$ cat config.mk
export PLATFORM = sky130hd
export DESIGN_NAME = sdm2_top
export DESIGN_NICKNAME = d
export VERILOG_FILES = /design/src/rtl/sdm2_pkg.sv /design/src/rtl/sdm2_integ.sv /design/src/rtl/sdm2_path.sv /design/src/rtl/sdm2_ctrl.sv /design/src/rtl/sdm2_top.sv
export SDC_FILE = /design/constraint.sdc
export NUM_CORES = 1
export LEC_CHECK = 0
export BUFFER_PORTS_ARGS = -buffer_cell sky130_fd_sc_hd__buf_2
export CELL_PAD_IN_SITES_DETAIL_PLACEMENT = 1
export CELL_PAD_IN_SITES_GLOBAL_PLACEMENT = 2
export CORE_ASPECT_RATIO = 1.1
export CORE_MARGIN = 3
export CORE_UTILIZATION = 37
export DETAILED_ROUTE_END_ITERATION = 7
export PLACE_DENSITY = 0.79
export SLEW_MARGIN = 20
export SYNTH_ARGS = -nofsm -noshare
export SYNTH_HDL_FRONTEND = slang
export SYNTH_SLANG_ARGS = --single-unit
$ cat constraint.sdc
create_clock -name clk -period 3.7 [get_ports clk]
set_input_delay 0.74 -clock clk [delete_from_list [all_inputs] [get_ports clk]]
set_output_delay 0.74 -clock clk [all_outputs]
set_load 0.05 [all_outputs]
$ cat src/rtl/sdm2_pkg.sv
package sdm2_pkg;
  // Strobes from the control block to the accumulator datapath.
  typedef struct packed {
    logic adv;     // advance the loop on this edge
    logic fbHigh;  // feedback level is plus full scale
  } sdmStrobe_t;
endpackage

$ cat src/rtl/sdm2_integ.sv
module sdm2_integ #(
  parameter int ACC_W    = 16,
  parameter int SUM_W    = 19,
  parameter int LEAK_K   = 0,
  parameter int CLIP_LIM = 32767
) (
  input  logic                    clk,
  input  logic                    rst,
  input  logic                    adv,
  input  logic signed [SUM_W-1:0] diffIn,
  output logic signed [ACC_W-1:0] state,
  output logic                    clipHit
);
  localparam logic signed [SUM_W-1:0] LIM_S = SUM_W'(CLIP_LIM);

  logic signed [SUM_W-1:0] cur, kept, halfDiff, preSum, clipped;
  logic                    over;

  assign cur      = {{(SUM_W-ACC_W){state[ACC_W-1]}}, state};
  assign halfDiff = diffIn >>> 1;

  generate
    if (LEAK_K == 0) begin : g_noLeak
      assign kept = cur;
    end else begin : g_leak
      assign kept = cur - (cur >>> LEAK_K);
    end
  endgenerate

  assign preSum = kept + halfDiff;

  always_comb begin
    over    = 1'b0;
    clipped = preSum;
    if (preSum > LIM_S) begin
      clipped = LIM_S;
      over    = 1'b1;
    end else if (preSum < -LIM_S) begin
      clipped = -LIM_S;
      over    = 1'b1;
    end
  end

  always_ff @(posedge clk) begin
    if (rst) begin
      state   <= '0;
      clipHit <= 1'b0;
    end else if (adv) begin
      state <= clipped[ACC_W-1:0];
      if (over) clipHit <= 1'b1;
    end
  end


  range_lim_chk: assert property (@(posedge clk) disable iff (rst)
    (cur <= LIM_S) && (cur >= -LIM_S));

  flag_sticky_chk: assert property (@(posedge clk) disable iff (rst)
    clipHit |=> clipHit);

  hold_state_chk: assert property (@(posedge clk) disable iff (rst)
    !adv |=> $stable(state) && $stable(clipHit));
endmodule

$ cat src/rtl/sdm2_path.sv
module sdm2_path
  import sdm2_pkg::*;
#(
  parameter int IN_W     = 12,
  parameter int ACC_W    = 16,
  parameter int LEAK_K   = 0,
  parameter int CLIP_LIM = 32767
) (
  input  logic                    clk,
  input  logic                    rst,
  input  sdmStrobe_t              stb,
  input  logic signed [IN_W-1:0]  sampleIn,
  output logic signed [ACC_W-1:0] secondState,
  output logic                    clip1,
  output logic                    clip2
);
  localparam int SUM_W = ACC_W + 3;
  localparam logic signed [SUM_W-1:0] FS = SUM_W'(1) <<< (IN_W - 1);

  logic signed [SUM_W-1:0] fbLevel, xExt;
  logic signed [SUM_W-1:0] diffV [2];
  logic signed [ACC_W-1:0] stateV [2];
  logic                    hitV [2];

  assign fbLevel  = stb.fbHigh ? FS : -FS;
  assign xExt     = {{(SUM_W-IN_W){sampleIn[IN_W-1]}}, sampleIn};
  assign diffV[0] = xExt - fbLevel;
  assign diffV[1] = {{(SUM_W-ACC_W){stateV[0][ACC_W-1]}}, stateV[0]} - fbLevel;

  generate
    for (genvar g = 0; g < 2; g++) begin : g_stage
      sdm2_integ #(
        .ACC_W(ACC_W), .SUM_W(SUM_W), .LEAK_K(LEAK_K), .CLIP_LIM(CLIP_LIM)
      ) u_integ (
        .clk(clk), .rst(rst), .adv(stb.adv),
        .diffIn(diffV[g]), .state(stateV[g]), .clipHit(hitV[g])
      );
    end
  endgenerate

  assign secondState = stateV[1];
  assign clip1       = hitV[0];
  assign clip2       = hitV[1];
endmodule

$ cat src/rtl/sdm2_ctrl.sv
module sdm2_ctrl
  import sdm2_pkg::*;
#(
  parameter int ACC_W = 16,
  parameter int HYST  = 0
) (
  input  logic                    clk,
  input  logic                    rst,
  input  logic                    sampleEn,
  input  logic signed [ACC_W-1:0] secondState,
  output sdmStrobe_t              stb,
  output logic                    decision
);
  localparam logic signed [ACC_W-1:0] H_S = ACC_W'(HYST);

  logic decNext;

  always_comb begin
    if (decision) decNext = !(secondState < -H_S);
    else          decNext = (secondState > H_S);
  end

  always_ff @(posedge clk) begin
    if (rst)           decision <= 1'b0;
    else if (sampleEn) decision <= decNext;
  end

  assign stb.adv    = sampleEn;
  assign stb.fbHigh = decision;


  reset_dec_chk: assert property (@(posedge clk) rst |=> (decision == 1'b0));

  rise_thresh_chk: assert property (@(posedge clk) disable iff (rst)
    $rose(decision) |-> ($past(secondState) > H_S));

  fall_thresh_chk: assert property (@(posedge clk) disable iff (rst)
    $fell(decision) |-> ($past(secondState) < -H_S));

  hold_dec_chk: assert property (@(posedge clk) disable iff (rst)
    !sampleEn |=> $stable(decision));
endmodule

$ cat src/rtl/sdm2_top.sv
module sdm2_top
  import sdm2_pkg::*;
#(
  parameter int IN_W     = 12,
  parameter int ACC_W    = 16,
  parameter int LEAK_K   = 0,
  parameter int CLIP_LIM = 32767,
  parameter int HYST     = 0
) (
  input  logic                   clk,
  input  logic                   rst,
  input  logic                   sampleEn,
  input  logic signed [IN_W-1:0] sampleIn,
  output logic                   bitOut,
  output logic                   clipFlag1,
  output logic                   clipFlag2
);
  sdmStrobe_t              stb;
  logic signed [ACC_W-1:0] secondState;

  sdm2_ctrl #(.ACC_W(ACC_W), .HYST(HYST)) u_ctrl (
    .clk(clk), .rst(rst), .sampleEn(sampleEn),
    .secondState(secondState), .stb(stb), .decision(bitOut)
  );

  sdm2_path #(
    .IN_W(IN_W), .ACC_W(ACC_W), .LEAK_K(LEAK_K), .CLIP_LIM(CLIP_LIM)
  ) u_path (
    .clk(clk), .rst(rst), .stb(stb), .sampleIn(sampleIn),
    .secondState(secondState), .clip1(clipFlag1), .clip2(clipFlag2)
  );
endmodule

# Word-level counts from Yosys, hierarchy flattened
# Cells that the tools add are included.
# word_totals
ff_bits	35
word_cells	28
out_inout_bits	3
input_bits	15
# classes
n_reduce_logical	3
n_addsub	4
n_mux	10
magnitude_cmp	6
# ops
cell	count
$mux W16	4
$add A16 B18 Y19	2
$gt A19 B16 Y1 const B	2
$lt A19 B16 Y1 const B	2
$mux W19	1
$sub A12 B19 Y19	1
$sub A19 B19 Y19	1
$gt A16 B1 Y1 const B	1
$lt A16 B1 Y1 const B	1
$mux W1	5
$reduce_and A2 Y1	2
$logic_not A1 Y1	1

# Longest topological paths before layout
# Gate-level depths: netlist of run 1.
# logic_depth
ltp_word	7
ltp_mapped	17
ltp_nobuf	16

# Modules after synthesis
# Synthesis of run 1 repeated with hierarchy kept, for this count alone.
# unflattened
hier_cells	538
area_unflattened_um2	3991.3
# by_module_without_submodules
module	seq_area_each_um2	area_each_um2	n_inst	cells_per_inst
sdm2_integ	340.3	1808.0	2	247
sdm2_path	0.0	272.8	1	34
sdm2_ctrl	20.0	102.6	1	10

# Least setup slack after synthesis of run 1
# Ideal clock, no wire load.
# synth_timing
path_kind	flip-flop to flip-flop
from	reg u_ctrl.decision
to	reg u_path.g_stage[1].u_integ.state[3]
slack_ps	-93
synth_period_minus_slack_ps	3793
setup_ps	117
arrival_ps	3675
t_required_ps	3583
n_path_buf	1
path_stages_with_launch	17
path_cell_list	dfxtp_1 ha_1 clkbuf_1 a21o_1 a21oi_1 nor2_1 o21ai_0 ha_1 and2_1 and3_1 o21ai_0 a21oi_1 o31ai_1 o221ai_1 and2_1 a21o_1 a32o_1
# synth_between
elab_chain_len	6
word_cells_on_any_way	7
classes_between	2 x add/sub; 2 x order compare; 3 x mux
# synth_lines
element	line_no	rtl
from (decl)	sdm2_ctrl.sv:12	output logic decision
from (signal assigned)	sdm2_ctrl.sv:25	else if (sampleEn) decision <= decNext;
$mux W19 (*)	sdm2_path.sv:25	assign fbLevel = stb.fbHigh ? FS : -FS;
$sub A19 B19 Y19 (*)	sdm2_path.sv:28	assign diffV[1] = {{(SUM_W-ACC_W){stateV[0][ACC_W-1]}}, stateV[0]} - fbLevel;
$add A16 B18 Y19 (*)	sdm2_integ.sv:30	assign preSum = kept + halfDiff;
$lt A19 B16 Y1	sdm2_integ.sv:38	end else if (preSum < -LIM_S) begin
$mux W16	sdm2_integ.sv:38	
$mux W16 (*)	sdm2_integ.sv:35	if (preSum > LIM_S) begin
to (signal assigned)	sdm2_integ.sv:49	state <= clipped[ACC_W-1:0];
to (decl)	sdm2_integ.sv:11	output logic signed [ACC_W-1:0] state,
# Mark *: on every way between the ends. The rest lies on a longest branch, timed or not.
# A chain may end at the register's enable or synchronous reset.

# Worst setup path after layout of run 1
# Same ends and word-level chain as after synthesis.

==> results of run 1 <==
## flip-flops by register name (all words and copies together) (netlist names)
signal and flops:
u_path.g_stage.u_integ.state 32, u_path.g_stage.u_integ.clipHit 2, u_ctrl.decision 1
## repair_timing
| item | 4_1_cts | 5_1_grt |
|---|---|---|
| pin swaps | 0 | 5 |
| endpoints found under the hold margin | 0 | 0 |
| resized for setup | 2 | 18 |
| hold buffers | 0 | 0 |
| setup endpoints to repair | 2 | 17 |
| setup buffers | 0 | 2 |
## per-layer routing
layer	vias to the layer above	wire length, um	GRT usage (%)
li1	1808	-	-
met1	1784	4850	24.5
met2	38	5890	40.5
met3	18	172	1.87
met4	0	216	6.05
met5	-	0	0
## placed cells by master, fill, tap and decap left out, types with 5 or more instances in the layout
cell type	count
xor2_1	9
inv_1	21
a21o_1	13
xnor2_1	14
o22ai_1	8
a211oi_1	9
o211ai_1	5
nor3_1	12
o31ai_1	5
nand4_1	7
ha_1	35
a21oi_1	33
nor4_1	6
o21ai_1	6
a211o_1	5
nand2_1	42
nand2b_1	8
clkbuf_8	5
a32o_1	9
dfxtp_1	34
buf_4	35
nand3_1	8
o21ai_0	18
and3_1	5
nor2_1	56
buf_2	16
a311oi_2	5
o21a_1	5
## where the power goes
part	total (uW)	switching, uW	internal [uW]
Clock	273	142	131
Sequential	617	124	493
Combinational	2680	1530	1140
Total	3570	1800	1770
## critical path: cells and delay by family (launching register included)
| family | cells | cell delay, ns |
|---|---|---|
| and+or+nand+nor | 3 | 0.65 |
| buffers and inverters | 2 | 0.14 |
| AOI/OAI and AO/OA | 8 | 1.29 |
| DFF | 1 | 0.38 |
| xor gates and xnor gates | 1 | 0.23 |
| adders and majority gates | 2 | 0.74 |
## synth_stat cells, drive strengths merged (7+ instances only)
| library cell | number | area share [%] |
|---|---|---|
| a211oi | 9 | 1.9 |
| a21o | 13 | 2.8 |
| a21oi | 34 | 4.9 |
| a311oi | 8 | 2.9 |
| a32o | 9 | 2.6 |
| clkbuf | 15 | 1.6 |
| dfxtp | 35 | 20 |
| ha | 35 | 12 |
| inv | 21 | 2.2 |
| nand2 | 43 | 4.7 |
| nand2b | 8 | 1.4 |
| nand3 | 8 | 1.1 |
| nand4 | 7 | 1.2 |
| nor2 | 56 | 6.0 |
| nor3 | 12 | 1.7 |
| o21ai | 25 | 3.6 |
| o22ai | 8 | 1.4 |
| xnor2 | 14 | 3.5 |
| xor2 | 10 | 2.5 |
## per-stage QoR
step,utilization (%),setup TNS (ns)
CTS,44.3,0
floorplan,-,0
finish,45.2,0
detailed placement,43.3,-0.232
global route,45.2,-0.0117
global placement,43.3,-0.110
## final cells by class
class | count | area [um2]
clock buffer | 5 | 68.8
clock inverter | 3 | 20.0
fill | 1154 | 4960
inverter | 21 | 78.8
multi-input combinational | 389 | 2710
sequential | 35 | 704
tap | 114 | 143
timing repair buffer | 53 | 374
## kinds of logic after synthesis
logic type               count (synthesis)  share of synthesized area, %
flip-flops                              35                          20.0
adder cells (fa/ha/maj)                 38                          14.2
AND/OR/NAND/NOR                        167                          22.5
multiplexers                             1                         0.286
AO/OA/AOI/OAI                          159                          32.3
buffers and inverters                   41                          4.68
XOR/XNOR                                24                          6.00
## worst min path at each step
stage                                        startpoint                             endpoint  slack (ns)  depth (start not counted)
floorplan           u_path.g_stage[0].u_integ.state[15]  u_path.g_stage[0].u_integ.state[15]        0.45                          2
global placement      u_path.g_stage[0].u_integ.clipHit    u_path.g_stage[0].u_integ.clipHit        0.43                          2
detailed placement    u_path.g_stage[0].u_integ.clipHit    u_path.g_stage[0].u_integ.clipHit        0.45                          2
CTS                   u_path.g_stage[0].u_integ.clipHit    u_path.g_stage[0].u_integ.clipHit        0.46                          2
global route          u_path.g_stage[0].u_integ.clipHit    u_path.g_stage[0].u_integ.clipHit        0.50                          2
finish                u_path.g_stage[0].u_integ.clipHit    u_path.g_stage[0].u_integ.clipHit        0.46                          2
==> out/results.ini, run 1 <==
[critical_path]
cp_data_arrival_time_ns=3.70
r2r_slack_ns=0.18
max_stage_delay_ns=0.42
regToRegEndpoint=u_path.g_stage[1].u_integ.state[3]
worstPathRequired_ns=3.88
slowest_stage=fa_2
worst_setup_path_start_kind=flop
reg2reg_depth=16
rr_startpoint=u_ctrl.decision
cp-startpoint=u_ctrl.decision
crit_path_end=u_path.g_stage[1].u_integ.state[3]
worstPathMaxFanout=6
endpoint_kind=flop
crit_chain=inv_1 -> fa_2 -> inv_1 -> a21o_1 -> a21oi_1 -> xnor2_1 -> ha_1 -> and2_2 -> and3_1 -> o21ai_0 -> a21oi_1 -> o31ai_2 -> o221ai_2 -> and2_4 -> a21o_1 -> a32o_1
worst-setup-path-type=flop to flop

[place]
dpl-instance-area_um2=3920
io_buffers=16
dp_hpwl_mm=9.31
gp_congestion=0.794
dpl_worst_slack_ns=-0.115
dp_cells=610

[floorplan]
core_area_um2=9050
row_count=36
die_x_um=98.8
die_area_um2=10700
initial_core_util_pct=38.7
pin_count=18
dieHeight_um=108

[timing]
slew_headroom_pct=46.7
finalHoldViolCount=0
final.setup_skew_ns=0.00613
layout_setup_ws_ns=0.177
hold_ws_ns=0.460
rsz0062_at_grt=true
finalSetupViolations=0
tightestPinTransition_ns=0.793
post-route-period-util_pct=95.2
fmax_ghz=0.284
period_minus_slack_ns=3.52
slew_violations=0

[clock_tree]
htreeDepth=2
clk_pin_slew_worst_paths_ns=0.08
cts_sinks=35
cts_root_buffer=clkbuf_8
cts_tree=done
clock_latency_ns=0.29
clockBufferDepth=2
cts_made_buffers=5

[logic_synthesis]
synth-edff-count=0
syn_avg_cell_area_um2=7.54
yosys_warnings=0
synth_area_um2=3510
ys_ff_latch=35
ys_seq_area_share_pct=20.0
ys_types=60
synth-main-ff-cell=dfxtp_1
postSynthCellCount=465
synth_nets=518
async_flop_share_pct=0

[cells_and_area]
drive_above_1_share_pct=17.4
final_nets=558
diodes=0
final_cells=620
stdcell_area_um2=4100
area_growth_pct=16.8

[routing]
wl_per_cell_um=18.0
ant_nets=0
dr.pass1.iters=4
drtIter0Drc=73
drc=0
wl_mm=11.1
via_per_inst=5.88
vias=3648

[global_routing]
grt_max_degree=27
grt_pass1_vias=3815
antenna_found_initial=0
track_usage_pct=21.0
gr-total-overflow=0
grt_pass1_wl_mm=18.4

[power_and_ir_drop]
finalPower_uw=3570
power_per_cell_area_nw_per_um2=871
ir_drop_v=0.000249
p_leak_uw=0.00179

[flow_run]
max_cap_viol_count=0

[worst_hold_path]
hold_class=flop to flop

[outcome]
status=finished, final reports clean

No activity file was read; power rests on OpenSTA's default activity.
==> inputs of run 2 (changes only) <==
MAX_ROUTING_LAYER = met4   (was default)
==> run 2 against run 1 <==
Net effect: sequential share of layout area unchanged; non-clock buffer count is the same; clock power hardly changed; worst setup slack worse by 0.011 ns; first-iteration DRC count is 8.2% lower; final cell count unchanged; critical endpoint unchanged.
==> out/results.ini, run 2 (synthesis gave the netlist of run 1 again) <==
[clock_tree]
cts_tree=done
clockBufferDepth=2  ; unchanged
cts_hold_buf=0  ; unchanged
clk_pin_slew_worst_paths_ns=0.07  ; about the same
cts_root_buffer=clkbuf_8
clock_latency_ns=0.28  ; about the same
htreeDepth=2  ; unchanged
cts_sinks=35  ; unchanged
cts_made_buffers=5  ; unchanged

[routing]
vias=3643  ; -0.14%
dr.pass1.iters=4  ; unchanged
wl_per_cell_um=18.0  ; +0.13%
wl_mm=11.1  ; +0.13%
drtIter0Drc=67  ; -8.2%
via_per_inst=5.88  ; -0.14%
drc=0  ; unchanged
ant_nets=0  ; unchanged

[cells_and_area]
final_nets=558  ; unchanged
top_register=u_path.g_stage.u_integ.state
largest_register_ffs=32  ; unchanged
reg_top3=u_path.g_stage.u_integ.state x32, u_path.g_stage.u_integ.clipHit x2, u_ctrl.decision x1
layout_commonest_cell=nor2_1
final_cells=620  ; unchanged
final_cell_mix=nor2_1 (56), nand2_1 (42), ha_1 (35), buf_4 (35), dfxtp_1 (34)
fill_cells=1154  ; unchanged
post-route-util_pct=45.2  ; unchanged
regArea_um2=704  ; unchanged
diodes=0  ; unchanged
multi_input_area_um2=2710  ; unchanged
drive_above_1_share_pct=17.4  ; unchanged
stdcell_area_um2=4100  ; unchanged
area_growth_pct=16.8  ; unchanged

[timing]
finalSetupViolations=0  ; unchanged
slew_headroom_pct=46.4  ; -0.31 points
fmax_ghz=0.283  ; -0.32%
finalHoldViolCount=0  ; unchanged
rsz0062_at_grt=true
final.setup_skew_ns=0.00641  ; +0.000286 ns
period_minus_slack_ns=3.53  ; +0.0112 ns
post-route-period-util_pct=95.5  ; +0.30 points
tightestPinTransition_ns=0.798  ; +0.00458 ns
slew_violations=0  ; unchanged
hold_ws_ns=0.460  ; -0.0000380 ns

[worst_hold_path]
hold_class=flop to flop

[power_and_ir_drop]
ir_drop_v=0.000250  ; +0.26%
net-switching-power_uw=1800  ; about the same
p_int_uw=1770  ; unchanged
sw_frac_of_total_pct=50.5  ; about the same
p_seq_share_pct=17.3  ; about the same
power_per_cell_area_nw_per_um2=871  ; about the same
clockPowerShare_pct=7.6  ; about the same
combPwrFrac_pct=75.1  ; about the same
p_leak_uw=0.00179  ; unchanged
finalPower_uw=3570  ; about the same

[critical_path]
worst-setup-path-type=flop to flop
endpoint_kind=flop
worstPathRequired_ns=3.88  ; about the same
worst_setup_path_start_kind=flop
cp_data_arrival_time_ns=3.71  ; about the same
worstPathMaxFanout=6  ; unchanged

[place]
dp_hpwl_mm=9.31  ; unchanged
io_buffers=16  ; unchanged
dpl-instance-area_um2=3920  ; unchanged
gp_congestion=0.806  ; +1.4%
dp_cells=610  ; unchanged

[outcome]
status=finished, final reports clean

[global_routing]
grt_max_degree=27  ; unchanged
use_met2_pct=40.5  ; unchanged
met1_usage_pct=24.4  ; -0.078 points
gr-max-usage-layer=met2
track_usage_pct=21.6  ; +0.58 points
grt_pass1_wl_mm=18.4  ; -0.15%
antenna_found_initial=0  ; unchanged
gr-total-overflow=0  ; unchanged
grt_pass1_vias=3820  ; +0.13%
grt_use_met3_pct=1.87  ; unchanged

[floorplan]
die_area_um2=10700  ; unchanged
core_area_um2=9050  ; unchanged
dieHeight_um=108  ; unchanged
row_count=36  ; unchanged
die_x_um=98.8  ; unchanged
pin_count=18  ; unchanged
initial_core_util_pct=38.7  ; unchanged

[flow_run]
max_cap_viol_count=0  ; unchanged

==> run 2: cell type report <==
cell class              instances  area share [%]
clock inverters                 3           0.489
clock buffers                   5            1.68
multi-input cells             389            66.1
flip-flops and latches         35            17.2
repair buffers                 53            9.14
well taps                     114            3.48
inverters                      21            1.92
==> run 2: per-stage QoR <==
step / setup TNS [ns] / setup slack (ns)
4_1_cts: 0 / 0.0310
3_5_place_dp: -0.232 / -0.115
5_1_grt: -0.0117 / -0.0117
2_1_floorplan: 0 / 0.146
6_report: 0 / 0.166
3_3_place_gp: -0.110 / -0.0676
==> run 2: layer usage <==
layer,vias up,part of all wire [%],wire length [um]
met5,-,0,0
li1,1809,-,-
met1,1784,44,4950
met4,0,1.8,204
met3,16,1.2,134
met2,34,53,5860
==> run 2: critical path: stages, from the launching register on <==
cell	delay, ns
dfxtp_4	0.38
inv_1	0.07
fa_2	0.42
inv_1	0.07
a21o_1	0.10
a21oi_1	0.07
xnor2_1	0.23
ha_1	0.31
and2_2	0.23
and3_1	0.21
o21ai_0	0.08
a21oi_1	0.07
o31ai_2	0.38
o221ai_2	0.17
and2_4	0.21
a21o_1	0.19
a32o_1	0.25
==> run 2: worst paths after layout <==
path,from,to,slack [ns],depth (start not counted)
max,u_ctrl.decision,u_path.g_stage[1].u_integ.state[3],0.17,16
min,u_path.g_stage[0].u_integ.clipHit,u_path.g_stage[0].u_integ.clipHit,0.46,2
max reg2reg,u_ctrl.decision,u_path.g_stage[1].u_integ.state[3],0.17,16
min reg2reg,u_path.g_stage[0].u_integ.clipHit,u_path.g_stage[0].u_integ.clipHit,0.46,2
==> run 2: what timing repair did <==
item | CTS | global route
resized for setup | 2 | 18
buffers inserted | 0 | 2
pin swaps | 0 | 5
endpoints found under the setup margin | 2 | 17
==> run 2: power by group through the flow <==
stage,Clock [uW],Sequential [uW],Combinational [uW]
finish,272,618,2680
CTS,282,615,2580
detailed placement,0,622,2550
global route,298,632,2970
floorplan,0,611,1740
global placement,0,618,2480
